[config.mk]
export PLATFORM = sky130hd
export DESIGN_NAME = ext_reg_unlock
export DESIGN_NICKNAME = d
export VERILOG_FILES = /design/src/rtl/ext_reg_unlock_pkg.sv /design/src/rtl/unlock_matcher.sv /design/src/rtl/bank_page_ctrl.sv /design/src/rtl/ext_reg_unlock.sv
export SDC_FILE = /design/constraint.sdc
export NUM_CORES = 1
export LEC_CHECK = 0
export BUFFER_PORTS_ARGS = -buffer_cell sky130_fd_sc_hd__buf_2
export CORE_AREA = 2 2 41 59
export CTS_BUF_LIST = sky130_fd_sc_hd__clkbuf_8
export CTS_CLUSTER_SIZE = 10
export DETAILED_ROUTE_END_ITERATION = 16
export DIE_AREA = 0 0 43 61
export PLACE_DENSITY = 0.76
export SKIP_CTS_REPAIR_TIMING = 1
export SLEW_MARGIN = 20
export SYNTH_ARGS = -nofsm -noshare
export SYNTH_HDL_FRONTEND = slang
export SYNTH_HIERARCHICAL = 1
export SYNTH_SLANG_ARGS = --single-unit
export TNS_END_PERCENT = 10
[constraint.sdc]
create_clock -name clk_i -period 2.68 [get_ports clk_i]
set_input_delay 0.402 -clock clk_i [delete_from_list [all_inputs] [get_ports clk_i]]
set_output_delay 0.402 -clock clk_i [all_outputs]
set_load 0.05 [all_outputs]
[src/rtl/ext_reg_unlock_pkg.sv]
package ext_reg_unlock_pkg;
  localparam int unsigned KEY_LEN = 17;
  localparam int unsigned BYTE_W  = 8;
  typedef logic [BYTE_W-1:0] byte_t;

  function automatic byte_t key_byte(input int unsigned idx);
    case (idx)
      0:  return 8'hFF;
      1:  return 8'h00;
      2:  return 8'hFF;
      3:  return 8'h77;
      4:  return 8'hB3;
      5:  return 8'h51;
      6:  return 8'hA8;
      7:  return 8'hD4;
      8:  return 8'h62;
      9:  return 8'h39;
      10: return 8'h9C;
      11: return 8'h46;
      12: return 8'h2B;
      13: return 8'h15;
      14: return 8'h8A;
      15: return 8'hCD;
      16: return 8'hEE;
      default: return '0;
    endcase
  endfunction
endpackage

[src/rtl/unlock_matcher.sv]
module unlock_matcher
  import ext_reg_unlock_pkg::*;
(
  input  logic  clk_i,
  input  logic  rst_ni,
  input  logic  wr_i,
  input  logic  sel_i,
  input  byte_t data_i,
  output logic  unlocked_o
);
  localparam int unsigned PTR_W = $clog2(KEY_LEN);
  localparam logic [PTR_W-1:0] LAST_IDX = PTR_W'(KEY_LEN - 1);

  logic [PTR_W-1:0] ptr_q, ptr_d;
  logic             unl_q, unl_d;
  logic             accept, hit, restart;

  assign accept  = wr_i && sel_i && !unl_q;
  assign hit     = (data_i == key_byte(int'(ptr_q)));
  assign restart = (data_i == key_byte(0));

  always_comb begin
    ptr_d = ptr_q;
    unl_d = unl_q;
    if (accept) begin
      if (hit) begin
        if (ptr_q == LAST_IDX) begin
          unl_d = 1'b1;
          ptr_d = '0;
        end else begin
          ptr_d = ptr_q + 1'b1;
        end
      end else begin
        // mismatch: fall back, keeping credit for a fresh first byte
        ptr_d = restart ? PTR_W'(1) : '0;
      end
    end
  end

  always_ff @(posedge clk_i or negedge rst_ni) begin
    if (!rst_ni) begin
      ptr_q <= '0;
      unl_q <= 1'b0;
    end else begin
      ptr_q <= ptr_d;
      unl_q <= unl_d;
    end
  end

  assign unlocked_o = unl_q;

  p_ptr_range_r3: assert property (@(posedge clk_i) disable iff (!rst_ni)
    ptr_q <= LAST_IDX);

  p_mismatch_fallback_r3: assert property (@(posedge clk_i) disable iff (!rst_ni)
    (wr_i && sel_i && !unl_q && data_i != key_byte(int'(ptr_q))) |=> (ptr_q <= PTR_W'(1)));

  p_no_write_hold_r4: assert property (@(posedge clk_i) disable iff (!rst_ni)
    !(wr_i && sel_i) |=> ($stable(ptr_q) && $stable(unl_q)));

  p_unlock_sticky_r5: assert property (@(posedge clk_i) disable iff (!rst_ni)
    unl_q |=> unl_q);

  p_unlock_on_last_r2: assert property (@(posedge clk_i) disable iff (!rst_ni)
    $rose(unl_q) |-> ($past(ptr_q) == LAST_IDX && $past(wr_i && sel_i)));
endmodule

[src/rtl/bank_page_ctrl.sv]
module bank_page_ctrl
  import ext_reg_unlock_pkg::*;
#(
  parameter byte_t MAP_IN_CODE  = 8'hB8,
  parameter byte_t MAP_OUT_CODE = 8'hA0
) (
  input  logic  clk_i,
  input  logic  rst_ni,
  input  logic  wr_i,
  input  logic  sel_i,
  input  byte_t data_i,
  input  logic  unlocked_i,
  output logic  mapped_o
);
  logic mapped_q, mapped_d, cmd;

  assign cmd = wr_i && sel_i && unlocked_i;

  always_comb begin
    mapped_d = mapped_q;
    if (cmd) begin
      if (data_i == MAP_IN_CODE)       mapped_d = 1'b1;
      else if (data_i == MAP_OUT_CODE) mapped_d = 1'b0;
    end
  end

  always_ff @(posedge clk_i or negedge rst_ni) begin
    if (!rst_ni) mapped_q <= 1'b0;
    else         mapped_q <= mapped_d;
  end

  assign mapped_o = mapped_q;

  p_map_in_r6: assert property (@(posedge clk_i) disable iff (!rst_ni)
    (wr_i && sel_i && unlocked_i && data_i == MAP_IN_CODE) |=> mapped_q);

  p_map_out_r7: assert property (@(posedge clk_i) disable iff (!rst_ni)
    (wr_i && sel_i && unlocked_i && data_i == MAP_OUT_CODE) |=> !mapped_q);

  p_locked_unmapped_r8: assert property (@(posedge clk_i) disable iff (!rst_ni)
    !unlocked_i |-> !mapped_q);

  p_other_code_hold_r9: assert property (@(posedge clk_i) disable iff (!rst_ni)
    (wr_i && sel_i && data_i != MAP_IN_CODE && data_i != MAP_OUT_CODE) |=> $stable(mapped_q));
endmodule

[src/rtl/ext_reg_unlock.sv]
module ext_reg_unlock
  import ext_reg_unlock_pkg::*;
#(
  parameter byte_t MAP_IN_CODE  = 8'hB8,
  parameter byte_t MAP_OUT_CODE = 8'hA0
) (
  input  logic       clk_i,
  input  logic       rst_ni,
  input  logic       io_wr_i,
  input  logic       key_sel_i,
  input  logic       page_sel_i,
  input  logic [7:0] data_i,
  output logic       unlocked_o,
  output logic       bank_mapped_o
);
  logic unlocked;

  unlock_matcher u_matcher (
    .clk_i      (clk_i),
    .rst_ni     (rst_ni),
    .wr_i       (io_wr_i),
    .sel_i      (key_sel_i),
    .data_i     (data_i),
    .unlocked_o (unlocked)
  );

  bank_page_ctrl #(
    .MAP_IN_CODE  (MAP_IN_CODE),
    .MAP_OUT_CODE (MAP_OUT_CODE)
  ) u_page (
    .clk_i      (clk_i),
    .rst_ni     (rst_ni),
    .wr_i       (io_wr_i),
    .sel_i      (page_sel_i),
    .data_i     (data_i),
    .unlocked_i (unlocked),
    .mapped_o   (bank_mapped_o)
  );

  assign unlocked_o = unlocked;

  p_reset_clear_r1: assert property (@(posedge clk_i)
    $rose(rst_ni) |-> (!unlocked_o && !bank_mapped_o));
endmodule

# Yosys cells after proc, flatten, opt, wreduce, memory -nomap -nowiden
# Memory sizes are Yosys's and may differ from the RTL's.
# Index checks and enable logic that the tools add are counted.
# word_totals
ff_bits	7
romBits	256
inputBits	13
output_inout_bits	2
wordCells	23
memories	1
# mem_list
memory	words	width	rd	rd_clocked_by_memory_dff	wr	line	rtl
(no name shown)	32	8	1	0	0	ext_reg_unlock_pkg.sv:7	case (idx)
# op_classes
n_addsub	1
n_eq_ne	5
muxes	5
n_reduce_logical	8
# ops
operator	n
== test 8 bit, second input constant	3
two-way mux 5 bit	2
== test 8 bit	1
adder 5 x 1 -> 5 bit, second input constant	1
== test 5 bit, second input constant	1
logical AND 1 bit	4
two-way mux 1 bit	3
AND reduction 3 bit	1
AND reduction 2 bit	1
nonzero test 2 bit	1
logical NOT 1 bit	1

# Depth between registers and ports, before layout
# Gate-level depths: netlist (run 1).
# depth
word_depth	3
mapped_depth	10
mapped_depth_nobuf	9

# Cells and area by module
# The synthesis (run 1) kept the hierarchy.
# modules_own_cells
module	n_inst	cells_each	area_each_um2	seq_area_each_um2
unlock_matcher	1	123	989.7	150.1
bank_page_ctrl	1	9	78.8	25.0

# Least setup slack after synthesis (run 1)
# Ideal clock, no wire load.
# synth_timing
kind	reg-to-reg
from	register u_matcher.ptr_q[0]
to	register u_matcher.ptr_q[1]
setup_time_ns	0.068
arrival_ns	2.563
t_required_ns	2.612
setup_slack_ns	0.050
path_stages_with_launch	10
n_path_buf	1
synth_period_minus_slack_ns	2.630
path_cell_list	dfrtp_1 -> clkbuf_1 -> inv_1 -> ha_1 -> mux4_2 -> xor2_1 -> o41ai_4 -> o2bb2ai_2 -> nor2_2 -> a32o_1
# synth_via
elab_chain_len	3
word_cells_on_any_way	6
cone_classes	add/sub (1); eq/ne (2); mux (2); memory (1)
# synth_lines
element	line	rtl
start, declared	unlock_matcher.sv:14	logic [PTR_W-1:0] ptr_q, ptr_d;
start signal, assigned	unlock_matcher.sv:45	ptr_q <= ptr_d;
memory read (32 x 8 bit), or another cell as far along	--	
== test 8 bit or two-way mux 5 bit (tied branches)	unlock_matcher.sv:19, unlock_matcher.sv:27	
two-way mux 5 bit *	unlock_matcher.sv:26	if (hit) begin
# Mark *: on every way between the ends. The rest lies on a longest branch, timed or not.
# A chain may end at the register's enable or synchronous reset.

# Final worst setup path (run 1)
# layout_timing
from	register u_matcher.ptr_q[0]
to	register u_matcher.ptr_q[2]
# Same word-level chain as after synthesis.

==> results.json, run 1 <==
{
  "outcome": "finished with violations",
  "violations": "hold timing",
  "drt-vias-per-instance": 6.704,
  "tritoncts.num_buffers": 3,
  "rrSetupSlack_ns": 0.11,
  "yosysWarnings": 6,
  "insertion_delay_ns": 0.23,
  "yosys.area_share.simple": 0.2810,
  "crit_path_start_kind": "register",
  "rsz0062_at_grt": "true",
  "synth_top_family_by_area": "compound AO/OA/AOI/OAI gates",
  "post-route-period-util": 0.9583,
  "ys_ff_latch": 7,
  "clk_pin_slew_ns": 0.04,
  "dieArea_sq_um": 2623,
  "r2r_end": "u_matcher/ptr_q[2]",
  "initial_core_util": 0.5083,
  "die_y_um": 61,
  "hp-class": "input port to asynchronous set/reset pin",
  "period_needed_ns": 2.568,
  "clockBufferDepth": 2,
  "netlist_instances": 132,
  "cp_slowest_cell": "mux4_2",
  "slew_viol_final": 0,
  "grt_pass1_vias": 980,
  "synth.most_common_cell": "inv_1",
  "core.rowCount": 20,
  "ir_drop_uv": 265.8,
  "path_buf_inv": 1,
  "htreeDepth": 1,
  "routabilityCongestion": 0.9480,
  "cap_viol_max_count": 0,
  "skew_ns": 0.0001368,
  "first_iter_violations": 34,
  "ys_seq_area_frac": 0.1639,
  "detail_route.wl_per_cell_um": 16.63,
  "clockRootBuffer": "clkbuf_8",
  "critPathMaxStageDelay_ns": 0.52,
  "synth_compound_area_frac": 0.3173,
  "final_area_sq_um": 1205,
  "yosysTopAreaCell": "dfrtp_1",
  "vias": 1133,
  "synth.cells.most_frequent": "inv_1, a21oi_1, dfrtp_1, nand2_1, o21ai_0",
  "fin_util": 0.5732,
  "dp_hpwl_mm": 2.219,
  "crit_family": "compound AO/OA/AOI/OAI gates",
  "netlist.area_leader.share": 0.1639,
  "path_class": "register to register",
  "ant_nets": 0,
  "synthMuxAreaShare": 0.07143,
  "drt-total-wl_mm": 2.811,
  "syn-num-nets": 151,
  "synth.area.top_cells": "dfrtp_1, ha_1, mux4_2",
  "synth_fa_ha_area_frac": 0.07026,
  "setup_viol": 0,
  "synth_area_sq_um": 1069,
  "pin_count": 15,
  "drive_above_1_share": 0.2313,
  "grt_pass1_wl_mm": 4.436,
  "grt-ovfl-total": 0,
  "track_usage": 0.2303,
  "clock_sinks": 7,
  "worst_pin_slew_ns": 0.5092,
  "cp-end-kind": "register",
  "io_buffers": 14,
  "r2r-start": "u_matcher/ptr_q[0]",
  "final_nets": 167,
  "path_cells": "inv_1, ha_1, mux4_2, xor2_1, o41ai_4, o2bb2ai_2, nor4_1, a221o_1",
  "hold_violations": 5,
  "r2r_cells": 8,
  "cts_tree": "built",
  "placed_cell_area_sq_um": 1160,
  "antenna_found_initial": 0,
  "worstPathArrival_ns": 2.73,
  "core_sq_um": 2102,
  "relSlewSlack": 0.6605,
  "whs_ns": -0.0005467,
  "post-route-drc-count": 0,
  "synth_xor_area_frac": 0.01639,
  "leakagePower_nw": 0.4582,
  "synth-edff-count": 0,
  "fmax_mhz": 389.4,
  "power_density_nw_per_um2": 240.4,
  "synth.distinct_cells": 54,
  "drt-pass1-iter-count": 5,
  "grt_max_degree": 16,
  "area_growth_syn_to_layout_pct": 12.76,
  "avgSynthCellArea_sq_um": 8.095,
  "synth_ff_type": "dfrtp_1",
  "antennaDiodeCount": 0,
  "die_w_um": 43,
  "crit_required_ns": 2.85,
  "cp_max_fo": 5,
  "async_reset_ff_frac": 1.000
}
[sequential cells by signal (all words and copies together) (netlist names)]
| name | flops |
|---|---|
| u_matcher/ptr_q | 5 |
| u_matcher/unlocked_o | 1 |
| u_page/mapped_o | 1 |
[cell type report]
cell class	count	area (sq um)
Fill cell	201	897.1
Tap cell	22	27.53
Clock buffer	3	41.29
Multi-Input combinational cell	106	808.3
Sequential cell	7	175.2
Inverter	11	41.29
Timing Repair Buffer	19	107.6
Clock inverter	1	3.754
[cells in the final DEF, fill, tap and decap left out, types with 3 or more instances in the layout]
cell and n:
nor3_1 6, a211oi_1 4, nor2_1 6, a21oi_1 7, nand3_1 5, nand2_1 7, ha_1 6, inv_1 12
nand2b_1 6, buf_4 5, nor4_1 3, buf_2 14, dfrtp_1 7, clkbuf_8 3, o21ai_0 7
[worst register-to-register path, stage by stage, from the launching register on]
cell,delay (ns)
dfrtp_1,0.38
inv_1,0.16
ha_1,0.31
mux4_2,0.52
xor2_1,0.19
o41ai_4,0.37
o2bb2ai_2,0.14
nor4_1,0.28
a221o_1,0.15
[layer usage]
layer / vias to the layer above / wire [um] / GRT usage
li1: 538 / - / -
met1: 557 / 1155 / 0.2787
met2: 27 / 1447 / 0.3701
met3: 11 / 86 / 0.04762
met4: 0 / 122 / 0.1515
met5: - / 0 / 0
[logic make-up after synthesis]
group | count (synthesis)
buffers and inverters | 19
xor gates and xnor gates | 2
DFF | 7
AOI/OAI and AO/OA | 43
muxes | 5
and+or+nand+nor | 50
adders and majority gates | 6
[report_power, final]
part           switching, mW  total [mW]  internal (mW)
registers           0.000540       0.107          0.106
logic                 0.0228      0.0396         0.0168
clock network         0.0442       0.143         0.0988
total                 0.0675       0.290          0.222
[worst max path at each step]
| stage | slack, ns | startpoint | to | cells after the start |
|---|---|---|---|---|
| final | 0.11 | u_matcher/ptr_q[0] | u_matcher/ptr_q[2] | 8 |
| after global routing | -0.001 | u_matcher/ptr_q[0] | u_matcher/ptr_q[2] | 8 |
| after CTS | 0.11 | u_matcher/ptr_q[0] | u_matcher/ptr_q[2] | 8 |
| after detailed placement | 0.13 | u_matcher/ptr_q[0] | u_matcher/ptr_q[2] | 8 |
| after global placement | 0.24 | u_matcher/ptr_q[0] | u_matcher/ptr_q[1] | 9 |
| after floorplan | 0.05 | u_matcher/ptr_q[0] | u_matcher/ptr_q[1] | 9 |
[through the flow]
stage          power, mW  instances  setup WS [ns]  hold slack [ns]  setup TNS [ns]
2_1_floorplan     0.1274        132        0.04960           0.1064               0
3_3_place_gp      0.1461        165         0.2444           0.2373               0
3_5_place_dp      0.1477        165         0.1344           0.2414               0
4_1_cts           0.2947        169         0.1118        -0.001573               0
5_1_grt           0.3051        169      -0.001301         0.003259       -0.001301
6_report          0.2896        169         0.1117       -0.0005467               0
(Power assumes the default switching activity.)
==> run 2, diff against run 1 <==
--- a/config.mk
+++ b/config.mk
@@ -8,10 +8,10 @@
 export BUFFER_PORTS_ARGS = -buffer_cell sky130_fd_sc_hd__buf_2
 export CORE_AREA = 2 2 41 59
 export CTS_BUF_LIST = sky130_fd_sc_hd__clkbuf_8
-export CTS_CLUSTER_SIZE = 10
 export DETAILED_ROUTE_END_ITERATION = 16
 export DIE_AREA = 0 0 43 61
 export PLACE_DENSITY = 0.76
+export RECOVER_POWER = 25
 export SKIP_CTS_REPAIR_TIMING = 1
 export SLEW_MARGIN = 20
 export SYNTH_ARGS = -nofsm -noshare
==> results.json, run 2 (same netlist as run 1, synthesis figures left out) <==
{
  "hp-class": "input port to asynchronous set/reset pin",
  "worstPathArrival_ns": 2.73,
  "hold_violations": 0,
  "routabilityCongestion": 0.9480,
  "path_class": "register to register",
  "insertion_delay_ns": 0.23,
  "dp_hpwl_mm": 2.219,
  "r2r-start": "u_matcher/ptr_q[0]",
  "drt-vias-per-instance": 6.704,
  "clockBufferDepth": 2,
  "ir_drop_uv": 265.8,
  "r2r_end": "u_matcher/ptr_q[2]",
  "clk_pin_slew_ns": 0.04,
  "final_cell_mix": "buf_2, inv_1",
  "period_needed_ns": 2.568,
  "area_growth_syn_to_layout_pct": 12.65,
  "dieArea_sq_um": 2623,
  "drt-total-wl_mm": 2.813,
  "worst_pin_slew_ns": 0.5092,
  "initial_core_util": 0.5083,
  "grt_pass1_wl_mm": 4.436,
  "crit_path_start_kind": "register",
  "clockRootBuffer": "clkbuf_8",
  "grt-ovfl-total": 0,
  "fin_util": 0.5726,
  "die_y_um": 61,
  "core.rowCount": 20,
  "final_nets": 167,
  "cts_tree": "built",
  "clock_sinks": 7,
  "drive_above_1_share": 0.2245,
  "power_mw": 0.2894,
  "fin_ws_ns": 0.1117,
  "largest_reg_flops": 5,
  "power_density_nw_per_um2": 240.5,
  "dp_slack_ns": 0.1344,
  "outcome": "finished clean",
  "rsz0062_at_grt": "true",
  "drt-pass1-iter-count": 5,
  "rrSetupSlack_ns": 0.11,
  "leakagePower_nw": 0.4555,
  "grt_max_degree": 16,
  "relSlewSlack": 0.6605,
  "io_buffers": 14,
  "skew_ns": 0.0001102,
  "detail_route.wl_per_cell_um": 16.64,
  "grt_pass1_vias": 980,
  "vias": 1133,
  "fillers": 200,
  "track_usage": 0.2303,
  "cap_viol_max_count": 0,
  "core_sq_um": 2102,
  "fmax_mhz": 389.4,
  "cp_max_fo": 5,
  "post-route-drc-count": 0,
  "antennaDiodeCount": 0,
  "htreeDepth": 1,
  "r2r_cells": 8,
  "post-route-period-util": 0.9583,
  "whs_ns": 0.06286,
  "setup-tns-final_ns": 0,
  "crit_required_ns": 2.85,
  "first_iter_violations": 34,
  "tritoncts.num_buffers": 3,
  "setup_viol": 0,
  "pin_count": 15,
  "final_common_cell": "buf_2",
  "cp-end-kind": "register",
  "antenna_found_initial": 0,
  "ant_nets": 0,
  "slew_viol_final": 0,
  "die_w_um": 43,
  "regMostFlops": "u_matcher/ptr_q"
}
==> run 2: cell types whose count changed in the layout (fill, tap and decap cells not counted), sizes merged <==
| cell | delta |
|---|---|
| clkbuf | +1 |
| buf | -1 |
==> run 2: how the worst max path moves through the flow <==
stage                          to  slack (ns)          startpoint
6_report       u_matcher/ptr_q[2]        0.11  u_matcher/ptr_q[0]
2_1_floorplan  u_matcher/ptr_q[1]        0.05  u_matcher/ptr_q[0]
3_5_place_dp   u_matcher/ptr_q[2]        0.13  u_matcher/ptr_q[0]
3_3_place_gp   u_matcher/ptr_q[1]        0.24  u_matcher/ptr_q[0]
4_1_cts        u_matcher/ptr_q[2]        0.11  u_matcher/ptr_q[0]
5_1_grt        u_matcher/ptr_q[2]      -0.001  u_matcher/ptr_q[0]
==> run 2: power breakdown <==
group / internal (mW) / switching, mW
Combinational: 0.0166 / 0.0228
Clock: 0.0988 / 0.0442
Sequential: 0.106 / 0.000540
==> run 2: through the flow <==
stage | cell area (sq um) | std cells
6_report | 1204 | 169
5_1_grt | 1204 | 169
4_1_cts | 1205 | 169
3_5_place_dp | 1160 | 165
3_3_place_gp | 1160 | 165
2_1_floorplan | 1069 | 132
==> run 2: final cells by class <==
type | instances | area, sq um | area share
repair buffers | 19 | 106.4 | 0.08836
clock inverters | 1 | 3.754 | 0.003119
clock buffers | 3 | 41.29 | 0.03430
flip-flops and latches | 7 | 175.2 | 0.1455
well taps | 22 | 27.53 | 0.02287
multi-input cells | 106 | 808.3 | 0.6715
inverters | 11 | 41.29 | 0.03430
==> run 2: worst max-delay path, cell delays in order (launching register included) <==
cell	delay, ns
dfrtp_1	0.38
inv_1	0.16
ha_1	0.31
mux4_2	0.52
xor2_1	0.19
o41ai_4	0.37
o2bb2ai_2	0.14
nor4_1	0.28
a221o_1	0.15
==> run 2: layer usage <==
layer | vias to the layer above | track usage | share of wire
met3 | 11 | 0.04762 | 0.031
li1 | 538 | - | -
met5 | - | 0 | 0
met2 | 27 | 0.3701 | 0.51
met1 | 557 | 0.2787 | 0.41
met4 | 0 | 0.1515 | 0.043
==> run 3, diff against run 2 <==
--- a/config.mk
+++ b/config.mk
@@ -6,16 +6,15 @@
 export NUM_CORES = 1
 export LEC_CHECK = 0
 export BUFFER_PORTS_ARGS = -buffer_cell sky130_fd_sc_hd__buf_2
-export CORE_AREA = 2 2 41 59
+export CORE_AREA = 2 2 41 57
 export CTS_BUF_LIST = sky130_fd_sc_hd__clkbuf_8
 export DETAILED_ROUTE_END_ITERATION = 16
-export DIE_AREA = 0 0 43 61
+export DIE_AREA = 0 0 43 59
 export PLACE_DENSITY = 0.76
 export RECOVER_POWER = 25
 export SKIP_CTS_REPAIR_TIMING = 1
 export SLEW_MARGIN = 20
 export SYNTH_ARGS = -nofsm -noshare
 export SYNTH_HDL_FRONTEND = slang
-export SYNTH_HIERARCHICAL = 1
 export SYNTH_SLANG_ARGS = --single-unit
 export TNS_END_PERCENT = 10
==> results.json, run 3 <==
{
  "clk_pin_slew_ns": 0.04,
  "worst_pin_slew_ns": 0.6516,
  "antennaDiodeCount": 0,
  "initial_core_util": 0.5119,
  "cp-end-kind": "register",
  "final_cell_mix": "nand2_1, buf_2, nor2_1, dfrtp_1",
  "vias": 989,
  "cap_viol_max_count": 0,
  "die_w_um": 43,
  "syn-num-nets": 146,
  "first_iter_violations": 29,
  "placed_cell_area_sq_um": 1084,
  "tritoncts.num_buffers": 3,
  "yosysWarnings": 0,
  "cts_tree": "built",
  "netlist.area_leader.share": 0.1714,
  "crit_path_start_kind": "register",
  "clock_sinks": 7,
  "netlist_instances": 127,
  "antenna_found_initial": 0,
  "ys_ff_latch": 7,
  "final_area_sq_um": 1127,
  "ys_seq_area_frac": 0.1714,
  "htreeDepth": 1,
  "post-route-period-util": 0.9212,
  "ant_nets": 0,
  "grt-ovfl-total": 0,
  "fmax_mhz": 405.0,
  "final_nets": 161,
  "grt_pass1_wl_mm": 4.657,
  "insertion_delay_ns": 0.23,
  "period_needed_ns": 2.469,
  "drt-total-wl_mm": 2.730,
  "fin_util": 0.5645,
  "drt-pass1-iter-count": 4,
  "cp_max_fo": 19,
  "drt-vias-per-instance": 6.105,
  "synth.cells.most_frequent": "nand2_1, dfrtp_1, nor2_1",
  "synth-edff-count": 0,
  "synth_ff_type": "dfrtp_1",
  "outcome": "finished clean",
  "rsz0062_at_grt": "false",
  "setup_viol": 0,
  "drive_above_1_share": 0.2199,
  "area_growth_syn_to_layout_pct": 10.28,
  "fillers": 186,
  "routabilityCongestion": 0.9079,
  "dp_hpwl_mm": 2.086,
  "synth.most_common_cell": "nand2_1",
  "skew_ns": 0.004965,
  "synth_area_sq_um": 1022,
  "ir_drop_uv": 292.5,
  "path_class": "register to register",
  "dieArea_sq_um": 2537,
  "detail_route.wl_per_cell_um": 16.85,
  "seq_area_sq_um": 175.2,
  "grt_max_degree": 20,
  "die_y_um": 59,
  "setup-tns-final_ns": 0,
  "pin_count": 15,
  "multi_input_area_sq_um": 774.5,
  "power_density_nw_per_um2": 254.3,
  "crit_required_ns": 2.79,
  "regMostFlops": "u_matcher.ptr_q",
  "io_buffers": 14,
  "clockBufferDepth": 2,
  "track_usage": 0.2370,
  "avgSynthCellArea_sq_um": 8.049,
  "grt_pass1_vias": 1016,
  "async_reset_ff_frac": 1.000,
  "core.rowCount": 19,
  "worstPathArrival_ns": 2.58,
  "core_sq_um": 1997,
  "synth.area.top_cells": "dfrtp_1, ha_1, nand2_1",
  "synth.distinct_cells": 54,
  "hp-class": "input port to asynchronous set/reset pin",
  "yosysTopAreaCell": "dfrtp_1",
  "slew_viol_final": 0,
  "relSlewSlack": 0.5656,
  "post-route-drc-count": 0,
  "hold_violations": 0,
  "largest_reg_flops": 5,
  "clockRootBuffer": "clkbuf_8",
  "leakagePower_nw": 0.4420
}
## run 3: cell count changes after synthesis, sizes merged, moves of 3 or more
| cell | before | now |
|---|---|---|
| a21oi | 7 | 4 |
| inv | 11 | 6 |
| o31ai | 1 | 4 |
| o21ai | 9 | 5 |
| and3 | 2 | 5 |
| and2 | 0 | 3 |
| or3 | 0 | 5 |
| nand2 | 7 | 13 |
| a211oi | 5 | 2 |
## run 3: metal layers
layer	part of all wire	routed length [um]	track usage
met2	0.51	1381	0.4091
met1	0.47	1288	0.3181
met3	0.014	37	0.01829
met4	0.0084	23	0.06494
met5	0	0	0
## run 3: worst paths after layout
path	start	end	slack (ns)	cells past startpoint
setup / recovery	u_matcher.ptr_q[3]	u_matcher.ptr_q[0]	0.21	7
hold / removal	rst_ni	u_matcher.ptr_q[1]	0.07	1
setup reg to reg	u_matcher.ptr_q[3]	u_matcher.ptr_q[0]	0.21	7
hold reg to reg	u_page.mapped_o	u_page.mapped_o	0.51	2
max in group asynchronous	rst_ni	u_matcher.ptr_q[2]	2.33	1
min in group clk_i	data_i[4]	u_page.mapped_o	0.48	3
## run 3: cell type report
class,instances,share of cell area
sequential,7,0.1554
multi-input combinational,108,0.6870
clock buffer,3,0.03663
timing repair buffer,16,0.07436
clock inverter,1,0.003330
inverter,6,0.01998
tap,21,0.02331
## run 3: power breakdown
part / total [mW] / internal [mW] / switching [mW]
Clock: 0.143 / 0.0988 / 0.0439
Combinational: 0.0374 / 0.0155 / 0.0220
Sequential: 0.107 / 0.106 / 0.000308
## run 3: through the flow
stage / cells / hold slack, ns / setup WS, ns / total power [mW]
2_1_floorplan: 127 / 0.1064 / 0.3396 / 0.1257
3_3_place_gp: 158 / 0.2361 / 0.3099 / 0.1438
3_5_place_dp: 158 / 0.2380 / 0.2437 / 0.1449
4_1_cts: 162 / -0.0006119 / 0.2419 / 0.2922
5_1_grt: 162 / 0.1019 / 0.03736 / 0.2997
6_report: 162 / 0.07017 / 0.2111 / 0.2867
## run 3: cell families (layout without fill, tap and decap cells)
logic type               after synthesis  after routing  synth area share
XOR/XNOR                               4              4           0.03428
AND/OR/NAND/NOR                       68             68            0.4149
AO/OA/AOI/OAI                         29             29            0.2252
buffers and inverters                 12             26           0.07098
adder cells (fa/ha/maj)                6              6           0.07344
flip-flops                             7              7            0.1714
multiplexers                           1              1          0.009792
## run 3: critical path, cell delays in order (launching register included)
cell       delay, ns
dfrtp_1         0.61
nor2_1          0.21
and3_1          0.38
nor3_1          0.10
o31ai_1         0.48
nand4bb_1       0.24
nor3_1          0.08
a221o_1         0.25
